===== src/rtl/aic_pkg.sv =====
package aic_pkg;
  localparam int DATA_W = 32;

  typedef enum logic [15:0] {
    SRC_NONE = 16'd0,
    SRC_HW   = 16'd1,
    SRC_IPI  = 16'd2
  } src_t;

  localparam logic [7:0] OFF_EVENT     = 8'h00;
  localparam logic [7:0] OFF_IPI_RAISE = 8'h01;
  localparam logic [7:0] OFF_IPI_CLR   = 8'h02;
  localparam logic [7:0] OFF_IPI_MSET  = 8'h03;
  localparam logic [7:0] OFF_IPI_MCLR  = 8'h04;
  localparam logic [7:0] OFF_MASK_SET  = 8'h08;
  localparam logic [7:0] OFF_MASK_CLR  = 8'h09;
  localparam logic [7:0] OFF_SW_SET    = 8'h0A;
  localparam logic [7:0] OFF_SW_CLR    = 8'h0B;
  localparam logic [7:0] OFF_ROUTE     = 8'h20;
endpackage


===== src/rtl/aic_line_bank.sv =====
module aic_line_bank #(
  parameter int NUM_IRQS = 16,
  parameter int NUM_CPUS = 2,
  localparam int IDX_W = (NUM_IRQS > 1) ? $clog2(NUM_IRQS) : 1
) (
  input  logic                               clk,
  input  logic                               rst,
  input  logic [NUM_IRQS-1:0]                mask_set,
  input  logic [NUM_IRQS-1:0]                mask_clr,
  input  logic [NUM_IRQS-1:0]                sw_set,
  input  logic [NUM_IRQS-1:0]                sw_clr,
  input  logic                               route_we,
  input  logic [IDX_W-1:0]                   route_idx,
  input  logic [NUM_CPUS-1:0]                route_wdata,
  output logic [NUM_IRQS-1:0]                mask_q,
  output logic [NUM_IRQS-1:0]                sw_q,
  output logic [NUM_IRQS-1:0][NUM_CPUS-1:0]  route_q
);
  always_ff @(posedge clk) begin
    if (rst) begin
      mask_q <= '1;
      sw_q   <= '0;
      for (int i = 0; i < NUM_IRQS; i++) route_q[i] <= NUM_CPUS'(1);
    end else begin
      mask_q <= (mask_q & ~mask_clr) | mask_set;
      sw_q   <= (sw_q & ~sw_clr) | sw_set;
      if (route_we) route_q[route_idx] <= route_wdata;
    end
  end
endmodule


===== src/rtl/aic_ipi_bank.sv =====
module aic_ipi_bank #(
  parameter int NUM_CPUS = 2
) (
  input  logic                     clk,
  input  logic                     rst,
  input  logic [NUM_CPUS-1:0][1:0] raise,
  input  logic [NUM_CPUS-1:0][1:0] clear,
  input  logic [NUM_CPUS-1:0][1:0] mset,
  input  logic [NUM_CPUS-1:0][1:0] mclr,
  output logic [NUM_CPUS-1:0][1:0] pend_q,
  output logic [NUM_CPUS-1:0][1:0] mask_q
);
  always_ff @(posedge clk) begin
    if (rst) begin
      pend_q <= '0;
      mask_q <= '0;
    end else begin
      pend_q <= (pend_q & ~clear) | raise;
      mask_q <= (mask_q & ~mclr) | mset;
    end
  end
endmodule


===== src/rtl/aic_prio_pick.sv =====
module aic_prio_pick
  import aic_pkg::*;
#(
  parameter int NUM_IRQS = 16
) (
  input  logic [NUM_IRQS-1:0] hw_req,
  input  logic [1:0]          ipi_req,
  output logic [DATA_W-1:0]   evt,
  output logic                any
);
  always_comb begin
    evt = '0;
    for (int i = NUM_IRQS - 1; i >= 0; i--) begin
      if (hw_req[i]) evt = {SRC_HW, 16'(i)};
    end
    if (ipi_req[1]) evt = {SRC_IPI, 16'd1};
    if (ipi_req[0]) evt = {SRC_IPI, 16'd0};
    any = (|hw_req) | (|ipi_req);
  end
endmodule


===== src/rtl/aic_top.sv =====
module aic_top
  import aic_pkg::*;
#(
  parameter int NUM_CPUS = 2,
  parameter int NUM_IRQS = 16,
  parameter int ADDR_W   = 12,
  localparam int CPU_W = (NUM_CPUS > 1) ? $clog2(NUM_CPUS) : 1
) (
  input  logic                clk,
  input  logic                rst,
  input  logic [NUM_IRQS-1:0] irq_in,
  input  logic                req_valid,
  input  logic                req_write,
  input  logic [CPU_W-1:0]    req_cpu,
  input  logic [ADDR_W-1:0]   req_addr,
  input  logic [DATA_W-1:0]   req_wdata,
  output logic                rsp_valid,
  output logic [DATA_W-1:0]   rsp_rdata,
  output logic [NUM_CPUS-1:0] irq_out
);
  localparam int IDX_W = (NUM_IRQS > 1) ? $clog2(NUM_IRQS) : 1;
  localparam int WIN_W = ADDR_W - 8;

  logic [WIN_W-1:0] win;
  logic [7:0]       off;
  logic [CPU_W-1:0] tgt;
  logic             tgt_ok, wr_en, rd_en, ev_rd;
  logic             route_hit;
  logic [7:0]       route_off;

  assign win = req_addr[ADDR_W-1:8];
  assign off = req_addr[7:0];

  always_comb begin
    tgt    = (win == '0) ? req_cpu : CPU_W'(win - 1'b1);
    tgt_ok = (int'(win) <= NUM_CPUS) && (int'(tgt) < NUM_CPUS);
  end
  assign wr_en     = req_valid & req_write & tgt_ok;
  assign rd_en     = req_valid & ~req_write & tgt_ok;
  assign ev_rd     = rd_en && (off == OFF_EVENT);
  assign route_off = off - OFF_ROUTE;
  assign route_hit = (off >= OFF_ROUTE) && (int'(route_off) < NUM_IRQS);

  // state banks
  logic [NUM_IRQS-1:0]               mask_q, sw_q, mask_set, mask_clr, sw_set, sw_clr;
  logic [NUM_IRQS-1:0][NUM_CPUS-1:0] route_q;
  logic [NUM_CPUS-1:0][1:0]          ipi_pend, ipi_mask, ipi_raise, ipi_clr, ipi_mset, ipi_mclr;
  logic [NUM_IRQS-1:0]               ack_hw;

  aic_line_bank #(.NUM_IRQS(NUM_IRQS), .NUM_CPUS(NUM_CPUS)) u_lines (
    .clk(clk), .rst(rst),
    .mask_set(mask_set), .mask_clr(mask_clr),
    .sw_set(sw_set), .sw_clr(sw_clr),
    .route_we(wr_en && route_hit), .route_idx(route_off[IDX_W-1:0]),
    .route_wdata(req_wdata[NUM_CPUS-1:0]),
    .mask_q(mask_q), .sw_q(sw_q), .route_q(route_q)
  );

  aic_ipi_bank #(.NUM_CPUS(NUM_CPUS)) u_ipi (
    .clk(clk), .rst(rst),
    .raise(ipi_raise), .clear(ipi_clr), .mset(ipi_mset), .mclr(ipi_mclr),
    .pend_q(ipi_pend), .mask_q(ipi_mask)
  );

  // per-CPU deliverable sets and priority pick
  logic [NUM_IRQS-1:0]                 eff_pend;
  logic [NUM_CPUS-1:0][NUM_IRQS-1:0]   hw_req;
  logic [NUM_CPUS-1:0][DATA_W-1:0]     evt;
  logic [NUM_CPUS-1:0]                 any;

  assign eff_pend = irq_in | sw_q;

  for (genvar c = 0; c < NUM_CPUS; c++) begin : g_cpu
    for (genvar i = 0; i < NUM_IRQS; i++) begin : g_line
      assign hw_req[c][i] = eff_pend[i] & ~mask_q[i] & route_q[i][c];
    end
    aic_prio_pick #(.NUM_IRQS(NUM_IRQS)) u_pick (
      .hw_req(hw_req[c]), .ipi_req(ipi_pend[c] & ~ipi_mask[c]),
      .evt(evt[c]), .any(any[c])
    );
  end

  // write decode and acknowledge side effects
  logic [DATA_W-1:0] sel_evt;
  assign sel_evt = evt[tgt];

  always_comb begin
    ack_hw    = '0;
    ipi_raise = '0;
    ipi_clr   = '0;
    ipi_mset  = '0;
    ipi_mclr  = '0;
    if (ev_rd && sel_evt[31:16] == SRC_HW) ack_hw[sel_evt[IDX_W-1:0]] = 1'b1;
    if (ev_rd && sel_evt[31:16] == SRC_IPI) ipi_clr[tgt][sel_evt[0]] = 1'b1;
    if (wr_en) begin
      case (off)
        OFF_IPI_RAISE: ipi_raise[tgt] = req_wdata[1:0];
        OFF_IPI_CLR:   ipi_clr[tgt]   = req_wdata[1:0];
        OFF_IPI_MSET:  ipi_mset[tgt]  = req_wdata[1:0];
        OFF_IPI_MCLR:  ipi_mclr[tgt]  = req_wdata[1:0];
        default: ;
      endcase
    end
    mask_set = ack_hw | ((wr_en && off == OFF_MASK_SET) ? req_wdata[NUM_IRQS-1:0] : '0);
    mask_clr = (wr_en && off == OFF_MASK_CLR) ? req_wdata[NUM_IRQS-1:0] : '0;
    sw_set   = (wr_en && off == OFF_SW_SET)   ? req_wdata[NUM_IRQS-1:0] : '0;
    sw_clr   = (wr_en && off == OFF_SW_CLR)   ? req_wdata[NUM_IRQS-1:0] : '0;
  end

  // registered read path and request outputs
  logic [DATA_W-1:0] rd_mux;
  always_comb begin
    rd_mux = '0;
    case (off)
      OFF_EVENT:     rd_mux = sel_evt;
      OFF_IPI_RAISE: rd_mux = DATA_W'(ipi_pend[tgt]);
      OFF_IPI_MSET:  rd_mux = DATA_W'(ipi_mask[tgt]);
      OFF_MASK_SET:  rd_mux = DATA_W'(mask_q);
      OFF_SW_SET:    rd_mux = DATA_W'(sw_q);
      default:       if (route_hit) rd_mux = DATA_W'(route_q[route_off[IDX_W-1:0]]);
    endcase
  end

  always_ff @(posedge clk) begin
    if (rst) begin
      rsp_valid <= 1'b0;
      rsp_rdata <= '0;
      irq_out   <= '0;
    end else begin
      rsp_valid <= req_valid & ~req_write;
      rsp_rdata <= rd_en ? rd_mux : '0;
      irq_out   <= any;
    end
  end
endmodule


===== config.mk =====
export PLATFORM = sky130hd
export DESIGN_NAME = aic_top
export DESIGN_NICKNAME = d
export VERILOG_FILES = /design/src/rtl/aic_pkg.sv /design/src/rtl/aic_line_bank.sv /design/src/rtl/aic_ipi_bank.sv /design/src/rtl/aic_prio_pick.sv /design/src/rtl/aic_top.sv
export SDC_FILE = /design/constraint.sdc
export NUM_CORES = 1
export LEC_CHECK = 0
export BUFFER_PORTS_ARGS = -buffer_cell sky130_fd_sc_hd__buf_4
export CORE_MARGIN = 3
export CORE_UTILIZATION = 50
export CTS_CLUSTER_SIZE = 10
export DETAILED_ROUTE_END_ITERATION = 10
export GPL_TIMING_DRIVEN = 1
export PLACE_DENSITY = 0.77
export SLEW_MARGIN = 0
export SYNTH_ARGS = -nofsm -noshare
export SYNTH_HDL_FRONTEND = slang
export SYNTH_SLANG_ARGS = --single-unit

===== constraint.sdc =====
create_clock -name clk -period 5.4 [get_ports clk]
set_input_delay 0.81 -clock clk [delete_from_list [all_inputs] [get_ports clk]]
set_output_delay 0.81 -clock clk [all_outputs]
set_load 0.01 [all_outputs]

==> impl_summary.md <==
CTS
Buffers inserted during clock tree synthesis total 9. TritonCTS built the clock tree. For the worst-skew pair, the clock arrives at the later sink with an insertion delay of 380 ps. The clock input transition at the sequential cells of the worst setup and hold paths is 90 ps.

In this run the clock root is driven by a sky130_fd_sc_hd__clkbuf_8. The buffer depth of the longest clock path is 2. The number of cells upsized or downsized after cts is 0.

The count of H-tree levels built during CTS is 3. The post-CTS setup-driven buffer insertion count is 0. Buffers inserted to repair hold after CTS numbered 0.

CTS saw 93 sinks.

Yosys
The count of different cell masters after synthesis is 64. The adder and majority gate portion of the synthesized area is 0.00246. The synthesized instance count is 602. A synthesized cell averages 8.45 um2.

The synthesized design contains 93 register bits. The share of synthesized area occupied by flip-flops and latches is 0.366. The parity-gate share of the synthesized area counting xor and xnor cells is 0.00172. Yosys printed 0 warnings. The post-synthesis mux area share is 0.0777. Summed over all instances, the cell type with the most area after synthesis is sky130_fd_sc_hd__dfxtp_1. Sorting the synthesized cells by area gives the leading types as sky130_fd_sc_hd__dfxtp_1 (37%), sky130_fd_sc_hd__a22oi_1 (6.9%), sky130_fd_sc_hd__nand2_1 (6.5%), sky130_fd_sc_hd__nor2_1 (5.5%), sky130_fd_sc_hd__mux4_2 (4.4%). After synthesis, the share of flip-flops with an asynchronous set or reset is 0. The mapped netlist covers 5090 um2. The predominant post-synthesis flop cell is sky130_fd_sc_hd__dfxtp_1. The synthesized design contains 0 enable-type register cells.

The leading cell type by number of instances after synthesis is sky130_fd_sc_hd__dfxtp_1. The dominant combinational cell family by area after synthesis is compound AO/OA/AOI/OAI gates. The synthesized-area fraction occupied by ao, oa, aoi and oai cells came to 0.271. The proportion of netlist area held by the largest area contributor is 0.366. Of the total synthesized cell area, the portion taken by AND, OR, NAND and NOR gates is 0.227. The commonest cells after synthesis are sky130_fd_sc_hd__dfxtp_1 (93), sky130_fd_sc_hd__nand2_1 (88), sky130_fd_sc_hd__nor2_1 (74).

Placement
The worst setup slack before clock tree synthesis is 2120 ps. The number of placed cells counting well taps is 775. The global placement routability congestion is 1.00.

The count of buffers from port buffering is 69. The placed wire-length estimate after detailed placement is 10700 um.

Worst setup path
By startpoint and endpoint, the worst setup path is classified as in -> reg. The number of cells on the worst reg-to-reg path is 7. Of all nets on the critical path, the largest fanout is 13. The signal on the critical path passes through buf_4 > nor4_1 > nor2_1 > and3_1 > nand2_1 > o32ai_1 > nand3_1 > o21ai_0.

The slowest stage of the critical path is the sky130_fd_sc_hd__nor2_1 cell. The sort of element at the start of the critical path is a primary input. The worst register-to-register path ends at rsp_rdata[0]. For this run, the slowest stage of the critical path takes 630 ps.

In this run the register-to-register setup slack is 2870 ps. The startpoint of the worst register-to-register path is u_lines.mask_q[11]. The arrival time of the worst setup path is 3330 ps. The worst setup path is captured at a flop. The endpoint required time on the critical path is 5700 ps.

Detailed routing
The pre-antenna-repair detailed-routing pass consisted of 6 iterations. The post-detailed-route count of antenna-violating nets is 0. The routed layout has 4941 vias. The iteration-0 DRC count of the detailed router is 619. For this block, the routed nets add up to 14900 um of wire. Dividing the detail-routed via count by the number of cells gives 6.25. The mean routed wirelength per cell is 18.8 um.

In the routed design, unresolved DRC markers number 0.

Pwr
VDD sags by at most 0.000188 V. The leakage power total is 0.00213 uW. The power density over the cells is 216 nW/um2.

Timing
The final count of hold timing violations was 0. In the post-route analysis, the smallest setup slack over all paths is 2370 ps. For the final routed database, the setup TNS stands at 0 ps.

For this run, the top clock speed supported by timing is 0.330 GHz. Setup violations remaining at the end of the flow were counted as 0. At the pin with the least slew margin, the transition time is 1210 ps. The final period demand of the worst path is 3030 ps.

The max-slew headroom at the worst pin is 0.187. The final max-slew violation count is 0. Setup repair after global routing left no endpoint under its margin. The final worst clock skew is 10.1 ps. Dividing the final minimum period by the clock period gives 0.562.

Floorplan
The overall die area is 11400 um2. The die height is 107 um. The chip width is 107 um. In this run the core area contains 36 standard-cell rows. After floorplanning, the core was sized to cover 9820 um2. The count of boundary I/O pins is 100.

The initial core utilization is 0.518.

Hold path
In this run the most critical hold path is launched from u_ipi.mask_q[2]. The worst hold path belongs to the class reg -> reg. The worst hold path terminates at u_ipi.mask_q[2]. The worst hold path passes through 2 cells.

Cells and area
Leaving out filler cells and counting taps, the final layout contains 791. In the final layout, the share of cells above drive strength 1 is 0.208. The number of nets in the finished design is 719. 0 antenna diodes ended up in the layout. From synthesis to final layout, the design area changed by 14.3%.

Run
Max-cap violations in this run came to 0.

Status
The run finished with clean final reports.

GRT
The all-layer global routing usage is 0.258. The total overflow left after global routing is 0. Entering global routing, the biggest net connects 76 pins. The wire length of the first global-routing pass is 23300 um. The number of antenna violations at the first check in global routing was 0. The via count of the first global-routing pass came to 4565.
-- cell type report --
type,instances,area [um2]
Clock buffer,11,141
Clock inverter,5,58.8
Fill cell,888,4000
Inverter,13,48.8
Multi-Input combinational cell,465,3010
Sequential cell,93,1860
Tap cell,133,166
Timing Repair Buffer,71,533
-- worst max-delay path: cells and delay by family --
family	cells	cell delay, ps
buffers and inverters	1	90
AND/OR/NAND/NOR	5	1540
AO/OA/AOI/OAI	2	880
-- power breakdown --
part	leakage [uW]	switching, uW	total (uW)	internal, uW
registers	0.000750	0.191	686	685
clock network	0.0000959	250	477	228
logic	0.00129	61.4	95.9	34.5
-- registers in the layout, summed over array words and instances, names as in the netlist --
name             flops
u_ipi.pend_q         4
rsp_valid            1
rsp_rdata           18
u_lines.route_q     32
u_lines.mask_q      16
u_lines.sw_q        16
irq_out              2
u_ipi.mask_q         4
-- cell families (layout without fill, tap and decap cells) --
kind of cell / after synthesis / after routing
buf+inv: 57 / 100
fa+ha+maj: 1 / 1
mux: 27 / 27
xor+xnor: 1 / 1
other cells: 1 / 14
flops: 93 / 93
compound gates: 181 / 181
simple gates: 241 / 241
-- how the worst max path moves through the flow --
stage | slack (ps) | end | cells past startpoint | start
6_report | 2370 | u_lines.mask_q[15] | 8 | req_addr[10]
5_1_grt | 2190 | u_lines.mask_q[15] | 8 | req_addr[10]
4_1_cts | 2450 | u_lines.mask_q[15] | 8 | req_addr[10]
3_5_place_dp | 2120 | u_lines.mask_q[15] | 8 | req_addr[9]
3_3_place_gp | 2190 | u_lines.mask_q[13] | 8 | req_addr[9]
2_1_floorplan | 2870 | u_lines.route_q[24] | 6 | req_addr[9]
-- per-stage QoR --
| stage | util | hold WS (ps) | power [uW] | instance area [um2] |
|---|---|---|---|---|
| floorplan | - | 452 | 757 | 5140 |
| detailed placement | 0.572 | 489 | 796 | 5620 |
| finish | 0.592 | 502 | 1260 | 5820 |
| global placement | 0.572 | 477 | 794 | 5620 |
| global route | 0.592 | 530 | 1300 | 5820 |
| CTS | 0.592 | 503 | 1260 | 5820 |
-- placed cells by master (no fill, tap or decap), types with 16 or more instances in the layout --
cell and count:
sky130_fd_sc_hd__dfxtp_1 93, sky130_fd_sc_hd__nand2_1 88, sky130_fd_sc_hd__nor2_1 74, sky130_fd_sc_hd__buf_4 71
sky130_fd_sc_hd__a22oi_1 47, sky130_fd_sc_hd__o21ai_0 19, sky130_fd_sc_hd__mux2i_1 17, sky130_fd_sc_hd__a211o_1 17
sky130_fd_sc_hd__a221oi_1 17, sky130_fd_sc_hd__o21ba_2 16
-- layer usage --
| layer | routed length (um) | GRT usage |
|---|---|---|
| met1 | 6090 | 0.332 |
| met4 | 314 | 0.0749 |
| met3 | 1230 | 0.0656 |
| met2 | 7240 | 0.427 |
| met5 | 0 | 0 |
No activity file was read; power rests on OpenSTA's default activity.
